### src/rtl/dseq_pkg.sv
package dseq_pkg;

    parameter int ROW_BITS  = 12;
    parameter int COL_BITS  = 12;
    parameter int ADDR_BITS = ROW_BITS + COL_BITS;
    parameter int BYTE_BITS = 8;

    typedef logic [ROW_BITS-1:0]  row_t;
    typedef logic [COL_BITS-1:0]  col_t;
    typedef logic [BYTE_BITS-1:0] byte_t;

    typedef struct packed {
        row_t row;
        col_t col;
    } bank_addr_t;

    typedef enum logic [1:0] {
        ACC_HIT      = 2'd0,
        ACC_EMPTY    = 2'd1,
        ACC_CONFLICT = 2'd2
    } acc_kind_e;

    typedef enum logic [2:0] {
        PH_IDLE,
        PH_WB,
        PH_ACT,
        PH_COL,
        PH_XFER
    } phase_e;

    function automatic byte_t cell_byte(row_t r, col_t c);
        byte_t s;
        s = r[7:0] + c[7:0];
        return s ^ {c[11:8], r[11:8]};
    endfunction

    function automatic acc_kind_e classify(logic open_v, row_t open_r, row_t r);
        if (!open_v)     return ACC_EMPTY;
        if (open_r == r) return ACC_HIT;
        return ACC_CONFLICT;
    endfunction

endpackage

### src/rtl/bank_tracker.sv
module bank_tracker
    import dseq_pkg::*;
(
    input  logic      clk,
    input  logic      rst,
    input  logic      accept,
    input  row_t      req_row,
    output logic      open_valid,
    output row_t      open_row,
    output acc_kind_e kind
);

    always_ff @(posedge clk) begin
        if (rst) begin
            open_valid <= 1'b0;
            open_row   <= '0;
        end else if (accept) begin
            open_valid <= 1'b1;
            open_row   <= req_row;
        end
    end

    always_comb kind = classify(open_valid, open_row, req_row);

    assert_row_open_R8: assert property (@(posedge clk) disable iff (rst)
        accept |=> (open_valid && open_row == $past(req_row)));

    assert_row_kept_R8: assert property (@(posedge clk) disable iff (rst)
        !accept |=> $stable(open_row) && $stable(open_valid));

endmodule

### src/rtl/phase_sequencer.sv
module phase_sequencer
    import dseq_pkg::*;
#(
    parameter int HIT_LAT      = 20,
    parameter int EMPTY_LAT    = 40,
    parameter int CONFLICT_LAT = 60
) (
    input  logic      clk,
    input  logic      rst,
    input  logic      accept,
    input  acc_kind_e kind,
    output logic      ready_o,
    output logic      wb_o,
    output logic      act_o,
    output logic      col_o,
    output logic      xfer_o,
    output logic      last_o,
    output logic      load_o
);

    localparam int WB_LEN  = CONFLICT_LAT - EMPTY_LAT;
    localparam int ACT_LEN = EMPTY_LAT - HIT_LAT;
    localparam int COL_LEN = HIT_LAT - BYTE_BITS;
    localparam int CW      = $clog2(CONFLICT_LAT + 1);

    phase_e        ph_q;
    logic [CW-1:0] cnt_q;

    function automatic logic [CW-1:0] span(phase_e p);
        case (p)
            PH_WB:   return CW'(WB_LEN - 1);
            PH_ACT:  return CW'(ACT_LEN - 1);
            PH_COL:  return CW'(COL_LEN - 1);
            PH_XFER: return CW'(BYTE_BITS - 1);
            default: return '0;
        endcase
    endfunction

    function automatic phase_e follow(phase_e p);
        case (p)
            PH_WB:   return PH_ACT;
            PH_ACT:  return PH_COL;
            PH_COL:  return PH_XFER;
            default: return PH_IDLE;
        endcase
    endfunction

    function automatic phase_e entry(acc_kind_e k);
        case (k)
            ACC_CONFLICT: return PH_WB;
            ACC_EMPTY:    return PH_ACT;
            default:      return PH_COL;
        endcase
    endfunction

    always_ff @(posedge clk) begin
        if (rst) begin
            ph_q  <= PH_IDLE;
            cnt_q <= '0;
        end else if (ph_q == PH_IDLE) begin
            if (accept) begin
                ph_q  <= entry(kind);
                cnt_q <= span(entry(kind));
            end
        end else if (cnt_q == '0) begin
            ph_q  <= follow(ph_q);
            cnt_q <= span(follow(ph_q));
        end else begin
            cnt_q <= cnt_q - 1'b1;
        end
    end

    always_comb begin
        ready_o = (ph_q == PH_IDLE);
        wb_o    = (ph_q == PH_WB);
        act_o   = (ph_q == PH_ACT);
        col_o   = (ph_q == PH_COL);
        xfer_o  = (ph_q == PH_XFER);
        last_o  = xfer_o && (cnt_q == '0);
        load_o  = col_o && (cnt_q == '0);
    end

    assert_accept_busy_R2: assert property (@(posedge clk) disable iff (rst)
        accept |=> !ready_o);

    assert_done_frees_R7: assert property (@(posedge clk) disable iff (rst)
        last_o |=> ready_o);

    assert_xfer_contig_R7: assert property (@(posedge clk) disable iff (rst)
        (xfer_o && !last_o) |=> xfer_o);

    assert_act_entry_R6: assert property (@(posedge clk) disable iff (rst)
        $rose(act_o) |-> ($past(wb_o) || $past(ready_o)));

    assert_col_entry_R4: assert property (@(posedge clk) disable iff (rst)
        $rose(col_o) |-> ($past(act_o) || $past(ready_o)));

endmodule

### src/rtl/byte_serializer.sv
module byte_serializer
    import dseq_pkg::*;
(
    input  logic  clk,
    input  logic  rst,
    input  logic  load,
    input  logic  shift,
    input  byte_t byte_in,
    output logic  bit_o
);

    byte_t sr_q;

    always_ff @(posedge clk) begin
        if (rst)        sr_q <= '0;
        else if (load)  sr_q <= byte_in;
        else if (shift) sr_q <= {1'b0, sr_q[BYTE_BITS-1:1]};
    end

    assign bit_o = sr_q[0];

    assert_load_R1: assert property (@(posedge clk) disable iff (rst)
        load |=> (sr_q == $past(byte_in)));

endmodule

### src/rtl/dram_openrow_seq.sv
module dram_openrow_seq
    import dseq_pkg::*;
#(
    parameter int HIT_LAT      = 20,
    parameter int EMPTY_LAT    = 40,
    parameter int CONFLICT_LAT = 60
) (
    input  logic                 clk,
    input  logic                 rst,
    input  logic                 req_valid,
    output logic                 req_ready,
    input  logic [ADDR_BITS-1:0] req_addr,
    output logic [1:0]           status,
    output logic                 wb_strobe,
    output logic                 row_strobe,
    output logic                 col_strobe,
    output logic                 data_bit,
    output logic                 data_valid,
    output logic                 done
);

    bank_addr_t a_in;
    logic       accept;
    logic       open_valid;
    row_t       open_row;
    acc_kind_e  kind;
    acc_kind_e  status_q;
    col_t       col_q;
    logic       load;

    assign a_in   = bank_addr_t'(req_addr);
    assign accept = req_valid && req_ready;

    bank_tracker u_track (
        .clk(clk), .rst(rst), .accept(accept), .req_row(a_in.row),
        .open_valid(open_valid), .open_row(open_row), .kind(kind)
    );

    phase_sequencer #(
        .HIT_LAT(HIT_LAT), .EMPTY_LAT(EMPTY_LAT), .CONFLICT_LAT(CONFLICT_LAT)
    ) u_seq (
        .clk(clk), .rst(rst), .accept(accept), .kind(kind),
        .ready_o(req_ready), .wb_o(wb_strobe), .act_o(row_strobe),
        .col_o(col_strobe), .xfer_o(data_valid), .last_o(done), .load_o(load)
    );

    byte_serializer u_ser (
        .clk(clk), .rst(rst), .load(load), .shift(data_valid),
        .byte_in(cell_byte(open_row, col_q)), .bit_o(data_bit)
    );

    always_ff @(posedge clk) begin
        if (rst) begin
            status_q <= ACC_EMPTY;
            col_q    <= '0;
        end else if (accept) begin
            status_q <= kind;
            col_q    <= a_in.col;
        end
    end

    assign status = status_q;

    assert_status_hold_R3: assert property (@(posedge clk) disable iff (rst)
        !accept |=> $stable(status));

    assert_hit_needs_open_R3: assert property (@(posedge clk) disable iff (rst)
        (accept && kind == ACC_HIT) |-> open_valid);

    assert_done_with_data_R7: assert property (@(posedge clk) disable iff (rst)
        done |-> data_valid);

endmodule

### config.mk
export PLATFORM = sky130hd
export DESIGN_NAME = dram_openrow_seq
export DESIGN_NICKNAME = d
export VERILOG_FILES = /design/src/rtl/dseq_pkg.sv /design/src/rtl/bank_tracker.sv /design/src/rtl/phase_sequencer.sv /design/src/rtl/byte_serializer.sv /design/src/rtl/dram_openrow_seq.sv
export SDC_FILE = /design/constraint.sdc
export NUM_CORES = 1
export LEC_CHECK = 0
export ABC_AREA = 1
export CAP_MARGIN = 20
export CORE_ASPECT_RATIO = 1.25
export CORE_UTILIZATION = 51
export CTS_BUF_LIST = sky130_fd_sc_hd__clkbuf_4
export DETAILED_ROUTE_END_ITERATION = 7
export GPL_ROUTABILITY_DRIVEN = 1
export PLACE_DENSITY = 0.86
export SKIP_CTS_REPAIR_TIMING = 1
export SLEW_MARGIN = 15
export SYNTH_ARGS = -nofsm -noshare
export SYNTH_HDL_FRONTEND = slang
export SYNTH_SLANG_ARGS = --single-unit
### constraint.sdc
create_clock -name clk -period 1.8 [get_ports clk]
set_input_delay 0.54 -clock clk [delete_from_list [all_inputs] [get_ports clk]]
set_output_delay 0.54 -clock clk [all_outputs]
set_load 0.02 [all_outputs]
==> results of run 1 <==
-- path summary, 6_finish.rpt --
path | start | endpoint | depth (start not counted)
setup / recovery | u_seq.cnt_q[0] | done | 5
hold / removal | col_q[11] | col_q[11] | 2
setup reg to reg | col_q[0] | u_ser.sr_q[4] | 10
hold reg to reg | col_q[11] | col_q[11] | 2
-- registers in the layout, summed over array words and instances (netlist names) --
register and cells:
u_track.open_row 12, status 2, u_seq.cnt_q 6, u_track.open_valid 1
u_ser.sr_q 8, col_q 12, u_seq.ph_q 3
-- final cells by class --
class	count	area (sq um)	share of cell area
clock buffer	6	45.0	0.0140
tap	60	75.1	0.0233
multi-input combinational	248	1440	0.449
sequential	44	892	0.277
timing repair buffer	64	556	0.173
inverter	50	203	0.0630
clock inverter	1	5.00	0.00155
-- kinds of logic (layout without fill, tap and decap cells) --
group	count (synthesis)	after routing	share of synthesized area
simple gates	147	147	0.276
compound gates	74	74	0.158
buf+inv	60	121	0.107
flops	44	44	0.347
fa+ha+maj	10	10	0.0523
xor+xnor	17	17	0.0587
-- per-layer routing --
layer	vias to the layer above	track usage
li1	1252	-
met3	9	0.0365
met4	0	0.0739
met2	49	0.482
met5	-	0
met1	1069	0.256
-- synthesized netlist by cell type (all sizes together) --
library cell / instances
nand4: 1
o211ai: 3
a21oi: 29
nor2: 42
xnor2: 10
nand3: 15
or2: 3
nand2: 81
buf: 6
ha: 9
inv: 50
fa: 1
a21boi: 1
dfxtp: 44
o22ai: 1
clkbuf: 4
xor2: 7
a31oi: 6
o21ai: 34
nor3: 5
-- worst max-delay path: stages (launching register included) --
cell,delay [ns]
dfxtp_1,0.33
inv_1,0.07
ha_1,0.16
nand3_2,0.11
nor3_2,0.13
buf_4,0.16
-- cell usage in the layout (no fill, tap or decap), types with 3 or more instances in the layout --
cell,instances
ha_1,8
clkdlybuf4s50_1,26
o21ai_0,23
a21oi_2,4
nand3_1,11
dfxtp_1,39
nand3_2,4
clkbuf_4,6
dlymetal6s2s_1,3
nor3_2,3
nor2_4,4
xor2_1,7
nor2_1,34
a21oi_1,25
nand2_1,78
inv_4,3
dfxtp_2,3
nor2_8,4
xnor2_1,10
o21ai_1,10
buf_4,33
a31oi_1,6
inv_2,5
inv_1,41
-- where the power goes --
part	total [mW]	switching, mW	leakage (nW)	internal (mW)
combinational	2.35	1.34	1.14	1.02
clock	0.464	0.305	0.0315	0.159
sequential	1.44	0.202	0.365	1.23
==> results by group, run 1 <==
Place
  • Placed insts: 466
  • Pre-CTS setup slack: -0.164 ns
  • HPWL after DPL: 4.51 mm
  • Port bufs: 35
  • Final Wtd Congestion: 0.847
  • Dpl cell area: 0.00311 sq mm

Logic synthesis
  • Post-synthesis cell type count: 33
  • Synth top area cells: dfxtp_1, nand2_1, inv_1
  • Synth warn: 0
  • Synth Instances: 352
  • Sequential share of the synthesized area: 0.347
  • Syn Area/Cell: 7.20 sq um
  • Netlist Area Pre-Place: 0.00253 sq mm
  • Syn nets: 389
  • Synth top area share: 0.347
  • Synth Register Bits: 44
  • Synth area leader: dfxtp_1

Pwr
  • Leakage power: 1.54 nW
  • P per Cell Area: 1320 mW/mm^2
  • Max IR drop VDD: 0.000734 V
  • Overall Power: 4.25 mW

Global route
  • GRT Total Usage: 0.242
  • First-pass GRT wire length: 9.78 mm
  • Initial antenna violation count: 0
  • Vias in the first global route: 2277
  • Grt ovf: 0
  • Pin count of the biggest net entering global routing: 24

Worst setup path
  • Crit path max fanout: 2
  • Crit end category: output pin
  • Worst EP arrival: 1.31 ns
  • Crit path kind: register to output pin
  • R2R Setup Slk: 0.08 ns
  • CP Launch Type: register
  • Critical Path RT: 1.26 ns

Route
  • Pre-Repair DR Iteration Count: 4
  • Vias per inst: 5.03
  • ANT nets after route: 0
  • Routed wire length: 5.87 mm
  • DRC Markers: 0
  • Met3 wire len: 168 um
  • Metal1 wirelength: 2.34 mm
  • Drt first-iter violations: 95
  • Via count: 2379
  • Wirelength per Cell: 12.4 um
  • Wire length on met2: 3.26 mm
  • Highest Signal Layer: met4

Clock network
  • CTS tree: built
  • Worst-case clock buffer depth: 2
  • Total CTS buffers: 5
  • CTS sink count: 44
  • Worst skew pair latency: 0.36 ns
  • CTS HTree Levels: 2
  • Root Buffer: clkbuf_4
  • CTS clock-pin slew for the worst setup and hold paths: 0.13 ns

Run
  • Max-Cap Viols: 0

Finish
  • # fillers: 439
  • Finished layout cell area: 0.00322 sq mm
  • Finished Core Util: 0.676
  • P&R area growth vs syn: 27.0%
  • Number of antenna diodes: 0
  • Share of layout cells above drive strength 1: 0.206
  • Net count, final: 450
  • Layout Cells excl Fill: 473

STA
  • Max Clock Freq: 540 MHz
  • Worst slew pin tran: 0.397 ns
  • Final Setup Violations: 1
  • RSZ-0062 raised after global routing: true
  • Max Transition Viols Final: 0
  • Final Cycle Share: 1.03
  • Setup TNS Final: -0.0516 ns
  • Clock Skews: 0.0118 ns
  • Tmin final: 1.85 ns
  • Final hold viol count: 0
  • Hold WS: 0.477 ns
  • Final WS setup: -0.0516 ns
  • Relative slew slack: 0.735

Floorplan
  • Row cnt: 28
  • Starting Density: 0.532
  • Core Footprint: 0.00476 sq mm
  • DIE WIDTH: 65.1 um
  • Num ports: 36
  • Die area: 0.00526 sq mm
  • Die height: 80.8 um

Min path
  • Hold Path Class: register to register

Status
  • Failing checks: negative setup slack
  • Status: finished with violations
(Power assumes the default switching activity.)
==> run 2, diff against run 1 <==
--- a/config.mk
+++ b/config.mk
@@ -10,9 +10,11 @@
 export CORE_ASPECT_RATIO = 1.25
 export CORE_UTILIZATION = 51
 export CTS_BUF_LIST = sky130_fd_sc_hd__clkbuf_4
+export CTS_CLUSTER_SIZE = 10
 export DETAILED_ROUTE_END_ITERATION = 7
 export GPL_ROUTABILITY_DRIVEN = 1
 export PLACE_DENSITY = 0.86
+export RECOVER_POWER = 25
 export SKIP_CTS_REPAIR_TIMING = 1
 export SLEW_MARGIN = 15
 export SYNTH_ARGS = -nofsm -noshare
==> run 2 against run 1 <==
The flow still finishes with violations (negative setup slack). Sequential cell count did not move. Register-to-register slack barely moved. Worst setup slack worse by 0.0036 ns. Sequential power hardly changed. Sequential share of layout area about the same. Non-clock buffer count stayed put. Critical path depth is the same. Total power is 0.16% lower. Clock skew grew 0.0012 ns. Largest power group unchanged. Combinational power about the same.
==> results by group, run 2 (synthesis gave the netlist of run 1 again) <==
Global route
  • Initial antenna violation count: 0
  • GRT Total Usage: 0.242
  • Vias in the first global route: 2277
  • Grt ovf: 0
  • Pin count of the biggest net entering global routing: 24
  • First-pass GRT wire length: 9.78 mm

STA
  • Tmin final: 1.86 ns
  • Relative slew slack: 0.739
  • Max Transition Viols Final: 0
  • Final Cycle Share: 1.03
  • Max Clock Freq: 539 MHz
  • Final hold viol count: 0
  • RSZ-0062 raised after global routing: true
  • Worst slew pin tran: 0.391 ns
  • Clock Skews: 0.0131 ns
  • Final WS setup: -0.0553 ns
  • Final Setup Violations: 1
  • Hold WS: 0.477 ns

Worst setup path
  • Crit path max fanout: 2
  • Crit path kind: register to output pin
  • Worst EP arrival: 1.32 ns
  • Critical Path RT: 1.26 ns
  • Crit end category: output pin
  • CP Launch Type: register
  • R2R Setup Slk: 0.08 ns

Finish
  • Largest regs: col_q (12), u_track.open_row (12), u_ser.sr_q (8)
  • Number of antenna diodes: 0
  • Share of layout cells above drive strength 1: 0.203
  • Net count, final: 450
  • # fillers: 439
  • Commonest non-fill, non-tap cell in the layout: nand2_1
  • Layout Cells excl Fill: 473
  • Finished Core Util: 0.675
  • Most frequent cells in the layout: nand2_1, inv_1, dfxtp_1
  • P&R area growth vs syn: 26.9%

Clock network
  • CTS sink count: 44
  • Root Buffer: clkbuf_4
  • CTS HTree Levels: 2
  • Worst-case clock buffer depth: 2
  • Total CTS buffers: 5
  • CTS tree: built
  • CTS clock-pin slew for the worst setup and hold paths: 0.13 ns
  • Worst skew pair latency: 0.36 ns

Place
  • Final Wtd Congestion: 0.847
  • HPWL after DPL: 4.51 mm
  • Placed insts: 466
  • Port bufs: 35

Route
  • Routed wire length: 5.86 mm
  • Wirelength per Cell: 12.4 um
  • Vias per inst: 5.03
  • ANT nets after route: 0
  • Via count: 2381
  • Drt first-iter violations: 90
  • Pre-Repair DR Iteration Count: 4
  • DRC Markers: 0

Floorplan
  • Die area: 0.00526 sq mm
  • Core Footprint: 0.00476 sq mm
  • Starting Density: 0.532
  • Die height: 80.8 um
  • Num ports: 36
  • Row cnt: 28
  • DIE WIDTH: 65.1 um

Min path
  • Hold Path Class: register to register

Pwr
  • Combinational share of power: 0.552
  • Sequential power share: 0.338
  • Internal Dissipation: 2.40 mW
  • P per Cell Area: 1320 mW/mm^2
  • Max IR drop VDD: 0.000733 V
  • Leakage power: 1.53 nW
  • Sw frac: 0.434
  • Clock network power share: 0.110
  • Switching pwr: 1.84 mW

Status
  • Failing checks: negative setup slack
  • Status: finished with violations

Run
  • Max-Cap Viols: 0
## run 2: cell types whose count changed in the layout (fill, tap and decap cells not counted), sizes merged
| cell | before | now |
|---|---|---|
| buf | 33 | 32 |
| clkbuf | 8 | 9 |
## run 2: cell type report
cell class | count | area (sq um) | area share
well taps | 60 | 75.1 | 0.0233
multi-input cells | 248 | 1440 | 0.449
flip-flops and latches | 44 | 892 | 0.277
repair buffers | 64 | 552 | 0.172
inverters | 50 | 203 | 0.0630
clock buffers | 6 | 45.0 | 0.0140
clock inverters | 1 | 5.00 | 0.00156
## run 2: stage by stage
step / power (mW) / setup WS, ns / TNS [ns] / instance area, sq um
floorplan: 3.01 / 0.0526 / 0 / 2530
global placement: 3.66 / -0.129 / -0.740 / 3110
detailed placement: 3.74 / -0.164 / -1.23 / 3110
CTS: 4.22 / -0.533 / -3.34 / 3160
global route: 4.59 / -0.144 / -0.153 / 3220
finish: 4.25 / -0.0553 / -0.0553 / 3220
## run 2: layer usage
metal  vias to the layer above  track usage  wire length (um)
li1                       1254            -                 -
met1                      1064        0.256              2310
met2                        54        0.482              3260
met3                         9       0.0365               188
met4                         0       0.0739                99
met5                         -            0                 0
## run 2: worst paths after layout
path                        from            end  cells after the start
setup / recovery  u_seq.cnt_q[0]           done                      5
hold / removal         col_q[11]      col_q[11]                      2
setup reg to reg        col_q[0]  u_ser.sr_q[4]                     10
hold reg to reg        col_q[11]      col_q[11]                      2
## run 2: critical path, cell delays in order (launching register included)
cell     delay (ns)
dfxtp_1        0.33
inv_1          0.07
ha_1           0.16
nand3_2        0.11
nor3_2         0.13
buf_4          0.16
## run 2: power groups by stage
| stage | logic, mW | registers [mW] | clock network, mW |
|---|---|---|---|
| after global placement | 2.24 | 1.42 | 0 |
| after CTS | 2.33 | 1.41 | 0.477 |
| after floorplan | 1.59 | 1.43 | 0 |
| final | 2.34 | 1.44 | 0.466 |
| after detailed placement | 2.31 | 1.43 | 0 |
| after global routing | 2.61 | 1.47 | 0.516 |
